File: config.mk
export PLATFORM = sky130hd
export DESIGN_NAME = selgate_sport
export DESIGN_NICKNAME = d
export VERILOG_FILES = /design/src/rtl/sgsp_pkg.sv /design/src/rtl/sgsp_sync.sv /design/src/rtl/sgsp_regs.sv /design/src/rtl/sgsp_clkgen.sv /design/src/rtl/sgsp_shifter.sv /design/src/rtl/selgate_sport.sv
export SDC_FILE = /design/constraint.sdc
export NUM_CORES = 1
export LEC_CHECK = 0
export BUFFER_PORTS_ARGS = -buffer_cell sky130_fd_sc_hd__buf_4
export CAP_MARGIN = 10
export CORE_MARGIN = 4
export CORE_UTILIZATION = 30
export DETAILED_ROUTE_END_ITERATION = 10
export GPL_TIMING_DRIVEN = 0
export SLEW_MARGIN = 5
export SYNTH_ARGS = -nofsm -noshare
export SYNTH_HDL_FRONTEND = slang
export SYNTH_SLANG_ARGS = --single-unit
File: constraint.sdc
create_clock -name clk -period 2 [get_ports clk]
set_input_delay 0.1 -clock clk [delete_from_list [all_inputs] [get_ports clk]]
set_output_delay 0.1 -clock clk [all_outputs]
set_load 0.01 [all_outputs]
File: src/rtl/sgsp_pkg.sv
package sgsp_pkg;
    localparam int REG_W = 8;

    typedef enum logic {
        ROLE_MASTER = 1'b0,
        ROLE_SLAVE  = 1'b1
    } role_e;

    typedef struct packed {
        logic       route;
        role_e      role;
        logic [2:0] mode;
    } ctrl_t;

    localparam logic [1:0] ADDR_CTRL  = 2'd0;
    localparam logic [1:0] ADDR_FAULT = 2'd1;
    localparam logic [1:0] ADDR_DIV   = 2'd2;

    function automatic logic is_run(input ctrl_t c);
        return |c.mode;
    endfunction
endpackage

File: src/rtl/sgsp_sync.sv
module sgsp_sync #(
    parameter int WIDTH = 4
) (
    input  logic             clk,
    input  logic             rst,
    input  logic [WIDTH-1:0] d,
    output logic [WIDTH-1:0] q
);
    logic [WIDTH-1:0] meta;

    always_ff @(posedge clk) begin
        if (rst) begin
            meta <= '1;
            q    <= '1;
        end else begin
            meta <= d;
            q    <= meta;
        end
    end
endmodule

File: src/rtl/sgsp_regs.sv
module sgsp_regs
    import sgsp_pkg::*;
#(
    parameter int DIV_W = 8
) (
    input  logic             clk,
    input  logic             rst,
    input  logic             wr_en,
    input  logic [1:0]       wr_addr,
    input  logic [REG_W-1:0] wr_data,
    input  logic [1:0]       rd_addr,
    output logic [REG_W-1:0] rd_data,
    input  logic             sel_s,
    output ctrl_t            ctrl_q,
    output logic [DIV_W-1:0] div_q,
    output logic             fault_q,
    output logic             irq
);
    logic slave_role;
    logic fault_set;
    logic fault_clr;

    assign slave_role = (ctrl_q.role == ROLE_SLAVE);
    assign fault_set  = !slave_role && !sel_s;
    assign fault_clr  = wr_en && (wr_addr == ADDR_FAULT) && !wr_data[0]
                        && (slave_role || sel_s);

    always_ff @(posedge clk) begin
        if (rst) begin
            ctrl_q  <= '0;
            div_q   <= '0;
            fault_q <= 1'b0;
        end else begin
            if (wr_en && wr_addr == ADDR_CTRL)
                ctrl_q <= ctrl_t'(wr_data[$bits(ctrl_t)-1:0]);
            if (wr_en && wr_addr == ADDR_DIV)
                div_q <= wr_data[DIV_W-1:0];
            if (fault_set)
                fault_q <= 1'b1;
            else if (fault_clr)
                fault_q <= 1'b0;
        end
    end

    assign irq = fault_q && ctrl_q.route;

    always_comb begin
        case (rd_addr)
            ADDR_CTRL:  rd_data = REG_W'(ctrl_q);
            ADDR_FAULT: rd_data = REG_W'(fault_q);
            ADDR_DIV:   rd_data = REG_W'(div_q);
            default:    rd_data = '0;
        endcase
    end
endmodule

File: src/rtl/sgsp_clkgen.sv
module sgsp_clkgen #(
    parameter int DIV_W = 8
) (
    input  logic             clk,
    input  logic             rst,
    input  logic             run,
    input  logic             start,
    input  logic             done,
    input  logic [DIV_W-1:0] div,
    output logic             sck,
    output logic             busy,
    output logic             fall_ev,
    output logic             rise_ev
);
    logic [DIV_W-1:0] cnt;
    logic             tick;

    assign tick    = busy && (cnt == div);
    assign fall_ev = tick && sck;
    assign rise_ev = tick && !sck;

    always_ff @(posedge clk) begin
        if (rst || !run) begin
            busy <= 1'b0;
            sck  <= 1'b1;
            cnt  <= '0;
        end else if (start) begin
            busy <= 1'b1;
            sck  <= 1'b1;
            cnt  <= '0;
        end else if (tick) begin
            cnt <= '0;
            sck <= ~sck;
            if (done) busy <= 1'b0;
        end else if (busy) begin
            cnt <= cnt + 1'b1;
        end
    end
endmodule

File: src/rtl/sgsp_shifter.sv
module sgsp_shifter #(
    parameter int DATA_W = 8
) (
    input  logic              clk,
    input  logic              rst,
    input  logic              run,
    input  logic              load,
    input  logic [DATA_W-1:0] load_data,
    input  logic              fall_ev,
    input  logic              rise_ev,
    input  logic              din,
    output logic              dout,
    output logic              idle,
    output logic              last,
    output logic [DATA_W-1:0] rx_data,
    output logic              rx_valid
);
    localparam int BW = $clog2(DATA_W);

    logic [DATA_W-1:0] txs;
    logic [DATA_W-1:0] rxs;
    logic [BW-1:0]     bitcnt;

    assign idle = (bitcnt == '0);
    assign last = (bitcnt == BW'(DATA_W - 1));
    assign dout = txs[DATA_W-1];

    always_ff @(posedge clk) begin
        if (rst) begin
            txs      <= '0;
            rxs      <= '0;
            bitcnt   <= '0;
            rx_data  <= '0;
            rx_valid <= 1'b0;
        end else begin
            rx_valid <= 1'b0;
            if (!run) begin
                bitcnt <= '0;
            end else if (load) begin
                txs    <= load_data;
                bitcnt <= '0;
            end else begin
                if (fall_ev && !idle)
                    txs <= {txs[DATA_W-2:0], 1'b0};
                if (rise_ev) begin
                    rxs <= {rxs[DATA_W-2:0], din};
                    if (last) begin
                        bitcnt   <= '0;
                        rx_data  <= {rxs[DATA_W-2:0], din};
                        rx_valid <= 1'b1;
                    end else begin
                        bitcnt <= bitcnt + 1'b1;
                    end
                end
            end
        end
    end
endmodule

File: src/rtl/selgate_sport.sv
module selgate_sport
    import sgsp_pkg::*;
#(
    parameter int DATA_W = 8,
    parameter int DIV_W  = 8
) (
    input  logic              clk,
    input  logic              rst,
    input  logic              wr_en,
    input  logic [1:0]        wr_addr,
    input  logic [REG_W-1:0]  wr_data,
    input  logic [1:0]        rd_addr,
    output logic [REG_W-1:0]  rd_data,
    input  logic [DATA_W-1:0] tx_data,
    input  logic              tx_load,
    output logic [DATA_W-1:0] rx_data,
    output logic              rx_valid,
    input  logic              sel_in,
    output logic              irq,
    input  logic              sck_i,
    output logic              sck_o,
    output logic              sck_oe,
    input  logic              pin_a_i,
    output logic              pin_a_o,
    output logic              pin_a_oe,
    input  logic              pin_b_i,
    output logic              pin_b_o,
    output logic              pin_b_oe
);
    ctrl_t            ctrl_q;
    logic [DIV_W-1:0] div_q;
    logic             fault_q;
    logic             is_slave, run, route;
    logic             sel_s, sck_s, pa_s, pb_s, sck_d;
    logic             m_sck, m_busy, m_fall, m_rise, m_start;
    logic             s_fall, s_rise, slave_act;
    logic             fall_ev, rise_ev, sh_load, sh_idle, sh_last, din, dout;

    sgsp_sync #(.WIDTH(4)) u_sync (
        .clk (clk),
        .rst (rst),
        .d   ({sel_in, sck_i, pin_a_i, pin_b_i}),
        .q   ({sel_s, sck_s, pa_s, pb_s})
    );

    sgsp_regs #(.DIV_W(DIV_W)) u_regs (
        .clk     (clk),
        .rst     (rst),
        .wr_en   (wr_en),
        .wr_addr (wr_addr),
        .wr_data (wr_data),
        .rd_addr (rd_addr),
        .rd_data (rd_data),
        .sel_s   (sel_s),
        .ctrl_q  (ctrl_q),
        .div_q   (div_q),
        .fault_q (fault_q),
        .irq     (irq)
    );

    assign is_slave = (ctrl_q.role == ROLE_SLAVE);
    assign run      = is_run(ctrl_q);
    assign route    = ctrl_q.route;

    always_ff @(posedge clk) begin
        if (rst) sck_d <= 1'b1;
        else     sck_d <= sck_s;
    end

    assign s_rise    = sck_s && !sck_d;
    assign s_fall    = !sck_s && sck_d;
    assign slave_act = run && is_slave && !sel_s;
    assign m_start   = tx_load && !is_slave && !m_busy;

    sgsp_clkgen #(.DIV_W(DIV_W)) u_clkgen (
        .clk     (clk),
        .rst     (rst),
        .run     (run && !is_slave),
        .start   (m_start),
        .done    (m_rise && sh_last),
        .div     (div_q),
        .sck     (m_sck),
        .busy    (m_busy),
        .fall_ev (m_fall),
        .rise_ev (m_rise)
    );

    assign fall_ev = is_slave ? (slave_act && s_fall) : m_fall;
    assign rise_ev = is_slave ? (slave_act && s_rise) : m_rise;
    assign sh_load = is_slave ? (tx_load && sh_idle) : m_start;
    assign din     = is_slave ? pa_s : pb_s;

    sgsp_shifter #(.DATA_W(DATA_W)) u_shift (
        .clk       (clk),
        .rst       (rst),
        .run       (run),
        .load      (sh_load),
        .load_data (tx_data),
        .fall_ev   (fall_ev),
        .rise_ev   (rise_ev),
        .din       (din),
        .dout      (dout),
        .idle      (sh_idle),
        .last      (sh_last),
        .rx_data   (rx_data),
        .rx_valid  (rx_valid)
    );

    assign sck_o    = m_sck;
    assign pin_a_o  = dout;
    assign pin_b_o  = dout;
    assign sck_oe   = run && !is_slave && sel_s && !fault_q;
    assign pin_a_oe = run && !is_slave && sel_s && !fault_q;
    assign pin_b_oe = slave_act && !fault_q;
endmodule

==> metrics.cfg, run 1 <==
[final_layout]
n_antenna_cell=0
nets=384
final_common_cell=dfxtp_1
final.fill_count=851
drive_above_1_share_pct=26.6
syn_to_final_growth_pct=32.2
final_cells=465
mostFrequentLayoutCells=dfxtp_1, buf_4, mux2i_1

[synthesis]
synth_async_sr_flop_share_pct=0
yosysWarnings=0
netlist_instances=279
synth_edf_count=0
avgSynthCellArea_um2=9.79
ys_seq_elements=60
synth_nets=311
ys_seq_area_share_pct=44.0
post_synth_instance_area_mm2=0.00273
synth_ff_type=dfxtp_1
netlist-cell-type-count=46

[placement]
dpl.hpwl_um=4560
gp_congestion=0.757
place_inst=437
dp_slack_ps=81.1
port_buffers=50

[floorplan]
ios=52
dieWidth_um=103
die_area_mm2=0.0107
die_h_um=103
std_cell_rows=34
coreArea_mm2=0.00881
start_util_pct=31.0

[clocking]
cts_htree_levels=3
cts_made_buffers=9
cts_tree=done
clock_sinks=60
root_buffer=clkbuf_8
cts_setup_buffers=0
clkLatencyLatePin_ps=340
clkTransAtPathRegs_ps=70
cts_buffer_depth=2

[critical_path]
cp.arrival_ps=2040
crit_end=u_shift.txs[4]
max_stage_delay_ps=600
path_max_fanout=7
cp.required_ps=2200
critPathBufInv=0
crit_family=simple AND/OR/NAND/NOR gates
rr_endpoint=u_shift.txs[4]
reg2reg_slack_ps=160
reg2regPathDepth=5
reg2reg_from=u_clkgen.cnt[0]
critPathKind=flip-flop to flip-flop
worstSetupEndpointType=flip-flop
startpoint=u_clkgen.cnt[0]
worstPathCellList=xnor2_1 -> nand3_2 -> or4_4 -> nand2_2 -> a211oi_1
cpMaxStageDelayCell=or4_4
worstSetupStartpointType=flip-flop
worst-path-stages=5

[power]
leakage_nw=1.47
peakVddDrop_mv=0.384
powerDensity_mw_per_mm2=751
power.total_mw=2.71

[run]
max_cap_viol_count=0

[global_route]
grt_start_max_net_pins=12
grt_pass1_wl_um=10200
grt_pass1_vias=2085
grt.total_usage_pct=12.5
grt-ovfl-total=0
antenna_found_initial=0

[min_path]
hold_class=input pin to flip-flop
min-delay-start=tx_data[0]

[detailed_routing]
postRouteWirelength_um=6210
drtAntennaViolNets=0
num_vias=2176
via_per_inst=4.68
first_pass_iters=4
drcViolationCount=0
drtIter0Drc=73
wl_per_cell_um=13.3

[timing]
setup_ws_ps=162
slew_headroom_pct=58.1
tns_ps=0
fin_skew_ps=8.09
finalHoldViolCount=0
period_share_pct=91.9
report.final.slew_viol_count=0
worst_slew_pin_slew_ps=629
clock.fmax_mhz=544
period_needed_ps=1840
finalSetupViolCount=0

[run_status]
status=complete, no violations

==> cell usage after synthesis, types with 3 or more instances <==
library cell / count / area share (%)
dfxtp_1: 60 / 44
nand2b_1: 17 / 3.9
nor3_1: 8 / 1.5
nor2_1: 39 / 5.4
a21oi_1: 3 / 0.55
and3_1: 4 / 0.92
mux2i_1: 44 / 16
or2_2: 9 / 2.1
and2_1: 4 / 0.92
xor2_1: 7 / 2.2
a211oi_1: 7 / 1.9
xnor2_1: 9 / 2.9
ha_1: 4 / 1.8
clkbuf_1: 7 / 0.96
nand3_1: 4 / 0.73
buf_4: 5 / 1.4
nand4_1: 5 / 1.1
inv_1: 6 / 0.82
nand2_1: 8 / 1.1
or3_1: 3 / 0.69
==> routing by layer <==
layer  GRT usage [%]  up-vias  routed length (um)
li1                -     1109                   -
met1            15.7     1019                2940
met2            19.3       40                2890
met3            4.16        8                 273
met4            5.68        0                 102
met5               0        -                   0
==> tightest hold or removal path: cells and delay by family <==
kind | cells | cell delay [ps]
buf+inv | 1 | 110
compound gates | 1 | 60
simple gates | 1 | 50
==> registers in the layout, indices dropped and copies added, names as in the netlist <==
register and flops:
u_clkgen.cnt 8, u_regs.div_q 8, u_shift.rx_data 8, u_shift.txs 8
u_shift.rxs 7, u_regs.ctrl_q 4, u_sync.meta 4, u_sync.q 4
u_shift.bitcnt 3, sck_d 1, u_clkgen.busy 1, u_clkgen.sck 1
u_regs.fault_q 1, u_regs.slave_role 1, u_shift.rx_valid 1
==> final cells by class <==
class                   count  area, um^2  area share (%)
clock inverters             6        87.6            2.43
repair buffers             62         495            13.7
multi-input cells         199        1450            40.2
inverters                   6        22.5           0.624
flip-flops and latches     60        1200            33.3
plain buffers              14        80.1            2.22
clock buffers              10         138            3.81
well taps                 108         135            3.74
==> power by group <==
part	total [mW]	switching, mW	internal, mW	leakage (nW)
registers	1.24	0.0187	1.22	0.487
logic	0.245	0.115	0.130	0.879
clock network	1.22	0.493	0.732	0.105
==> kinds of logic after synthesis <==
| logic type | count (synthesis) | share of synthesized area, % |
|---|---|---|
| AND/OR/NAND/NOR | 115 | 23.4 |
| flip-flops | 60 | 44.0 |
| multiplexers | 44 | 16.1 |
| AO/OA/AOI/OAI | 20 | 5.77 |
| buffers and inverters | 20 | 3.76 |
| XOR/XNOR | 16 | 5.13 |
| adder cells (fa/ha/maj) | 4 | 1.83 |
==> worst min-delay path by stage <==
stage          cells after the start             end
3_3_place_gp                       2  u_sync.meta[3]
5_1_grt                            3  u_shift.txs[0]
4_1_cts                            3  u_shift.txs[0]
2_1_floorplan                      1  u_sync.meta[0]
3_5_place_dp                       2  u_sync.meta[0]
6_report                           3  u_shift.txs[0]
==> metrics by stage <==
step                      utilization, %  hold slack [ps]  area, um^2
final                               41.0             29.2        3610
after global routing                41.0             12.4        3610
after CTS                           40.7             2.71        3590
after detailed placement            36.8              290        3240
after global placement              36.8              287        3240
after floorplan                        -              204        2730
==> what timing repair did <==
| action | 4_1_cts | 5_1_grt |
|---|---|---|
| hold buffers | 12 | 0 |
| endpoints found under the setup margin | 0 | 8 |
| gates resized for setup | 0 | 6 |
| endpoints found under the hold margin | 17 | 0 |
Note: power is estimated with default switching activity, not from simulation.
==> run 2: changes to the inputs <==
--- a/config.mk
+++ b/config.mk
@@ -5,6 +5,7 @@
 export SDC_FILE = /design/constraint.sdc
 export NUM_CORES = 1
 export LEC_CHECK = 0
+export ABC_AREA = 1
 export BUFFER_PORTS_ARGS = -buffer_cell sky130_fd_sc_hd__buf_4
 export CAP_MARGIN = 10
 export CORE_MARGIN = 4
==> metrics.cfg, run 2 <==
[run_status]
status=complete, no violations

[power]
leakage_nw=1.52
peakVddDrop_mv=0.490
powerDensity_mw_per_mm2=830
netSwitchingPower_mw=0.629
p_int_mw=2.23
seqPwrFrac_pct=43.5
combPwrFrac_pct=8.9
p_sw_share_pct=22.0
clkPwrFrac_pct=47.6

[timing]
rsz0062_at_grt=false
period_needed_ps=1850
fin_skew_ps=12.0
slew_headroom_pct=64.5
tns_ps=0
worst_slew_pin_slew_ps=528
report.final.slew_viol_count=0
period_share_pct=92.4
finalHoldViolCount=0
clock.fmax_mhz=541
finalSetupViolCount=0

[synthesis]
muxShareOfSynthArea_pct=0
synth_async_sr_flop_share_pct=0
synth_xor_area_share_pct=2.01
synth_edf_count=0
synth_compound_area_share_pct=12.6
synth.most_common_cell=nand2_1
synth_adder_area_share_pct=1.92
synth_commonest_cells=nand2_1, dfxtp_1, inv_1, nor2_1, a21oi_1
synth_nets=393
synth_top_area_cell=dfxtp_1
ys_seq_area_share_pct=46.0
netlist-cell-type-count=32
avgSynthCellArea_um2=7.24
synth_top_area_share_pct=46.0
post_synth_instance_area_mm2=0.00261
yosysWarnings=0
ys_seq_elements=60
synthTopCellsByArea=dfxtp_1, nand2_1, inv_1
synth_ff_type=dfxtp_1
yosys.area_share.simple_pct=28.6
synth_top_family_by_area=simple AND/OR/NAND/NOR gates
netlist_instances=361

[min_path]
hold_class=input pin to flip-flop

[critical_path]
path_max_fanout=10
worstSetupStartpointType=flip-flop
max_stage_delay_ps=340
worstPathCellList=inv_1 -> ha_1 -> inv_1 -> nor2_1 -> nand3_1 -> nand2_4 -> clkinvlp_4 -> nand2_4 -> nand2_2 -> nand2_1 -> a21oi_1
worstSetupEndpointType=flip-flop
cpMaxStageDelayCell=dfxtp_1
critPathKind=flip-flop to flip-flop
cp.required_ps=2200
cp.arrival_ps=2050

[final_layout]
drive_above_1_share_pct=21.7
post-route-util_pct=41.3
multi_input_area_mm2=0.00119
syn_to_final_growth_pct=31.9
nets=460
final_common_cell=nand2_1
regArea_mm2=0.00120
final.fill_count=873
n_antenna_cell=0
mostFrequentLayoutCells=nand2_1, dfxtp_1, buf_4

[placement]
gp_congestion=0.824
port_buffers=51
dpl.hpwl_um=4680

[clocking]
cts_tree=done
cts_htree_levels=3
cts_buffer_depth=2
cts_made_buffers=9
root_buffer=clkbuf_8
clock_sinks=60
clkLatencyLatePin_ps=340
clkTransAtPathRegs_ps=70

[global_route]
grt_pass1_vias=2382
grt-ovfl-total=0
grt_pass1_wl_um=10500
grt.total_usage_pct=12.8
grt_start_max_net_pins=11
antenna_found_initial=0

[run]
max_cap_viol_count=0

[detailed_routing]
drtAntennaViolNets=0
num_vias=2447
drtIter0Drc=87
postRouteWirelength_um=6180
first_pass_iters=4
wl_per_cell_um=11.5
drcViolationCount=0
via_per_inst=4.55

[floorplan]
coreArea_mm2=0.00834
die_h_um=101
dieWidth_um=101
std_cell_rows=33
ios=52
start_util_pct=31.3
die_area_mm2=0.0103

==> run 2: cell type report <==
cell class	instances	share of cell area, %
flip-flops and latches	60	34.9
multi-input cells	244	34.7
repair buffers	56	12.6
inverters	48	5.34
clock buffers	12	4.50
well taps	105	3.81
clock inverters	4	2.76
plain buffers	9	1.49
==> run 2: critical path: cells and delay by family (launching register included) <==
family,cells,cell delay [ps]
simple gates,6,850
compound gates,1,50
fa+ha+maj,1,140
buf+inv,3,330
flops,1,340
==> run 2: logic make-up (layout without fill, tap and decap cells) <==
kind of cell	Yosys count	after routing
XOR/XNOR	6	6
adder cells (fa/ha/maj)	4	4
flip-flops	60	60
AND/OR/NAND/NOR	171	171
AO/OA/AOI/OAI	63	63
buffers and inverters	57	129
==> run 2: final timing paths <==
check | start | cells after the start | to | slack [ps]
max | u_shift.bitcnt[0] | 11 | u_shift.txs[0] | 150
min reg2reg | u_sync.meta[0] | 1 | u_sync.q[0] | 410
min | rst | 2 | u_sync.meta[2] | 10
max reg2reg | u_shift.bitcnt[0] | 11 | u_shift.txs[0] | 150
==> run 2: power groups by stage <==
stage	Combinational, mW	Sequential, mW	Clock, mW
2_1_floorplan	0.140	1.26	0
3_3_place_gp	0.238	1.27	0
3_5_place_dp	0.242	1.27	0
4_1_cts	0.250	1.24	1.39
5_1_grt	0.287	1.25	1.44
6_report	0.255	1.24	1.36
==> run 2: what timing repair did <==
action | 4_1_cts | 5_1_grt
gates resized for setup | 0 | 5
hold buffers | 5 | 0
hold endpoints to repair | 5 | 0
endpoints found under the setup margin | 0 | 21
buffers inserted | 0 | 0
==> run 2: metrics by stage <==
step	setup WS (ps)	instances	power (mW)	hold WS, ps	area [um^2]
final	153	538	2.86	12.8	3450
after global routing	9.08	538	2.97	2.41	3450
after CTS	90.5	538	2.88	0.217	3430
after detailed placement	117	517	1.51	288	3130
after global placement	156	517	1.51	287	3130
after floorplan	447	361	1.40	204	2610
==> run 2: layer usage <==
layer / GRT usage, % / wire length [um] / vias to the layer above
met2: 21.0 / 2910 / 41
met5: 0 / 0 / -
met3: 3.24 / 206 / 9
li1: - / - / 1287
met4: 6.13 / 111 / 0
met1: 15.8 / 2960 / 1110
==> run 3: changes to the inputs <==
==> constraint.sdc (replaced) <==
create_clock -name clk -period 2.14 [get_ports clk]
set_input_delay 0.107 -clock clk [delete_from_list [all_inputs] [get_ports clk]]
set_output_delay 0.107 -clock clk [all_outputs]
set_load 0.01 [all_outputs]
==> metrics.cfg, run 3 (synthesis gave the netlist of run 2 again) <==
[global_route]
antenna_found_initial=0
grt_pass1_vias=2382
grt_start_max_net_pins=11
grt.total_usage_pct=12.8
grt-ovfl-total=0
grt_pass1_wl_um=10500

[placement]
gp_congestion=0.824
port_buffers=51
dp_slack_ps=257
dpl.hpwl_um=4680

[floorplan]
ios=52
dieWidth_um=101
coreArea_mm2=0.00834
die_h_um=101
std_cell_rows=33
start_util_pct=31.3
die_area_mm2=0.0103

[final_layout]
n_antenna_cell=0
final.fill_count=879
drive_above_1_share_pct=21.0
final_common_cell=nand2_1
nets=460
syn_to_final_growth_pct=31.2
post-route-util_pct=41.1
mostFrequentLayoutCells=nand2_1, dfxtp_1, buf_4

[run_status]
status=complete, no violations

[clocking]
cts_tree=done
clock_sinks=60
clkTransAtPathRegs_ps=70
cts_htree_levels=3
root_buffer=clkbuf_8
post_cts_resized=0
clkLatencyLatePin_ps=340
cts_made_buffers=9
hold_buffers=5
cts_setup_buffers=0
cts_buffer_depth=2

[timing]
worst_slew_pin_slew_ps=528
period_needed_ps=1920
report.final.slew_viol_count=0
fin_skew_ps=12.3
clock.fmax_mhz=520
finalHoldViolCount=0
finalSetupViolCount=0
setup_ws_ps=218
slew_headroom_pct=64.4
period_share_pct=89.8
rsz0062_at_grt=false
tns_ps=0

[critical_path]
rr_endpoint=u_shift.txs[4]
cp.required_ps=2410
reg2regPathDepth=11
path_max_fanout=10
critPathKind=flip-flop to flip-flop
reg2reg_from=u_shift.bitcnt[0]
reg2reg_slack_ps=220
worstSetupEndpointType=flip-flop
cp.arrival_ps=2190
worstSetupStartpointType=flip-flop

[power]
leakage_nw=1.52
powerDensity_mw_per_mm2=777
peakVddDrop_mv=0.457

[detailed_routing]
drtIter0Drc=93
postRouteWirelength_um=6150
via_per_inst=4.54
wl_per_cell_um=11.4
first_pass_iters=4
drtAntennaViolNets=0
num_vias=2440
drcViolationCount=0

[min_path]
min-delay-start=rst
hold_class=input pin to flip-flop
min_to=u_sync.meta[2]
worst_hold_path.num_cells=2

[run]
max_cap_viol_count=0

run 3: through the flow:
step / power [mW] / instance area (um^2) / std cells / hold WS (ps)
after floorplan: 1.31 / 2610 / 361 / 211
after global placement: 1.41 / 3130 / 517 / 294
after detailed placement: 1.41 / 3130 / 517 / 295
after CTS: 2.69 / 3430 / 538 / 7.22
after global routing: 2.77 / 3430 / 538 / 9.41
final: 2.66 / 3430 / 538 / 20.2
run 3: critical path: stages (launching register included):
cell and delay (ps):
dfxtp_1 380, inv_1 80, ha_1 190, inv_1 50, nor2_1 50, nand3_1 90, nand2_2 130, inv_1 250
nand2_2 170, nand2_1 260, nand2_1 80, a21oi_1 130
run 3: cell type report:
type / count / area (um^2) / share of cell area [%]
Multi-Input combinational cell: 244 / 1180 / 34.4
Sequential cell: 60 / 1200 / 35.0
Inverter: 48 / 180 / 5.26
Clock buffer: 12 / 155 / 4.53
Buffer: 9 / 51.3 / 1.50
Clock inverter: 4 / 95.1 / 2.77
Timing Repair Buffer: 56 / 433 / 12.6
Tap cell: 105 / 131 / 3.83
run 3: layer usage:
| layer | part of all wire, % | up-vias | global-route usage (%) |
|---|---|---|---|
| li1 | - | 1286 | - |
| met1 | 48 | 1100 | 15.8 |
| met2 | 46 | 45 | 21.0 |
| met3 | 3.9 | 9 | 3.24 |
| met4 | 1.8 | 0 | 6.13 |
| met5 | 0 | - | 0 |
run 3: how the worst max path moves through the flow:
| stage | start | endpoint | slack [ps] | cells past startpoint |
|---|---|---|---|---|
| 6_report | u_shift.bitcnt[0] | u_shift.txs[4] | 220 | 11 |
| 5_1_grt | u_shift.bitcnt[0] | u_shift.txs[5] | 3 | 11 |
| 4_1_cts | u_shift.bitcnt[0] | u_shift.txs[7] | 230 | 11 |
| 3_5_place_dp | u_shift.bitcnt[0] | u_shift.txs[4] | 260 | 11 |
| 3_3_place_gp | u_shift.bitcnt[0] | u_shift.txs[0] | 300 | 11 |
| 2_1_floorplan | u_shift.bitcnt[0] | u_shift.rx_data[0] | 590 | 11 |
run 3: where the power goes:
part / internal [mW] / switching [mW]
Sequential: 1.14 / 0.0166
Clock: 0.836 / 0.435
Combinational: 0.100 / 0.132
Total: 2.08 / 0.583
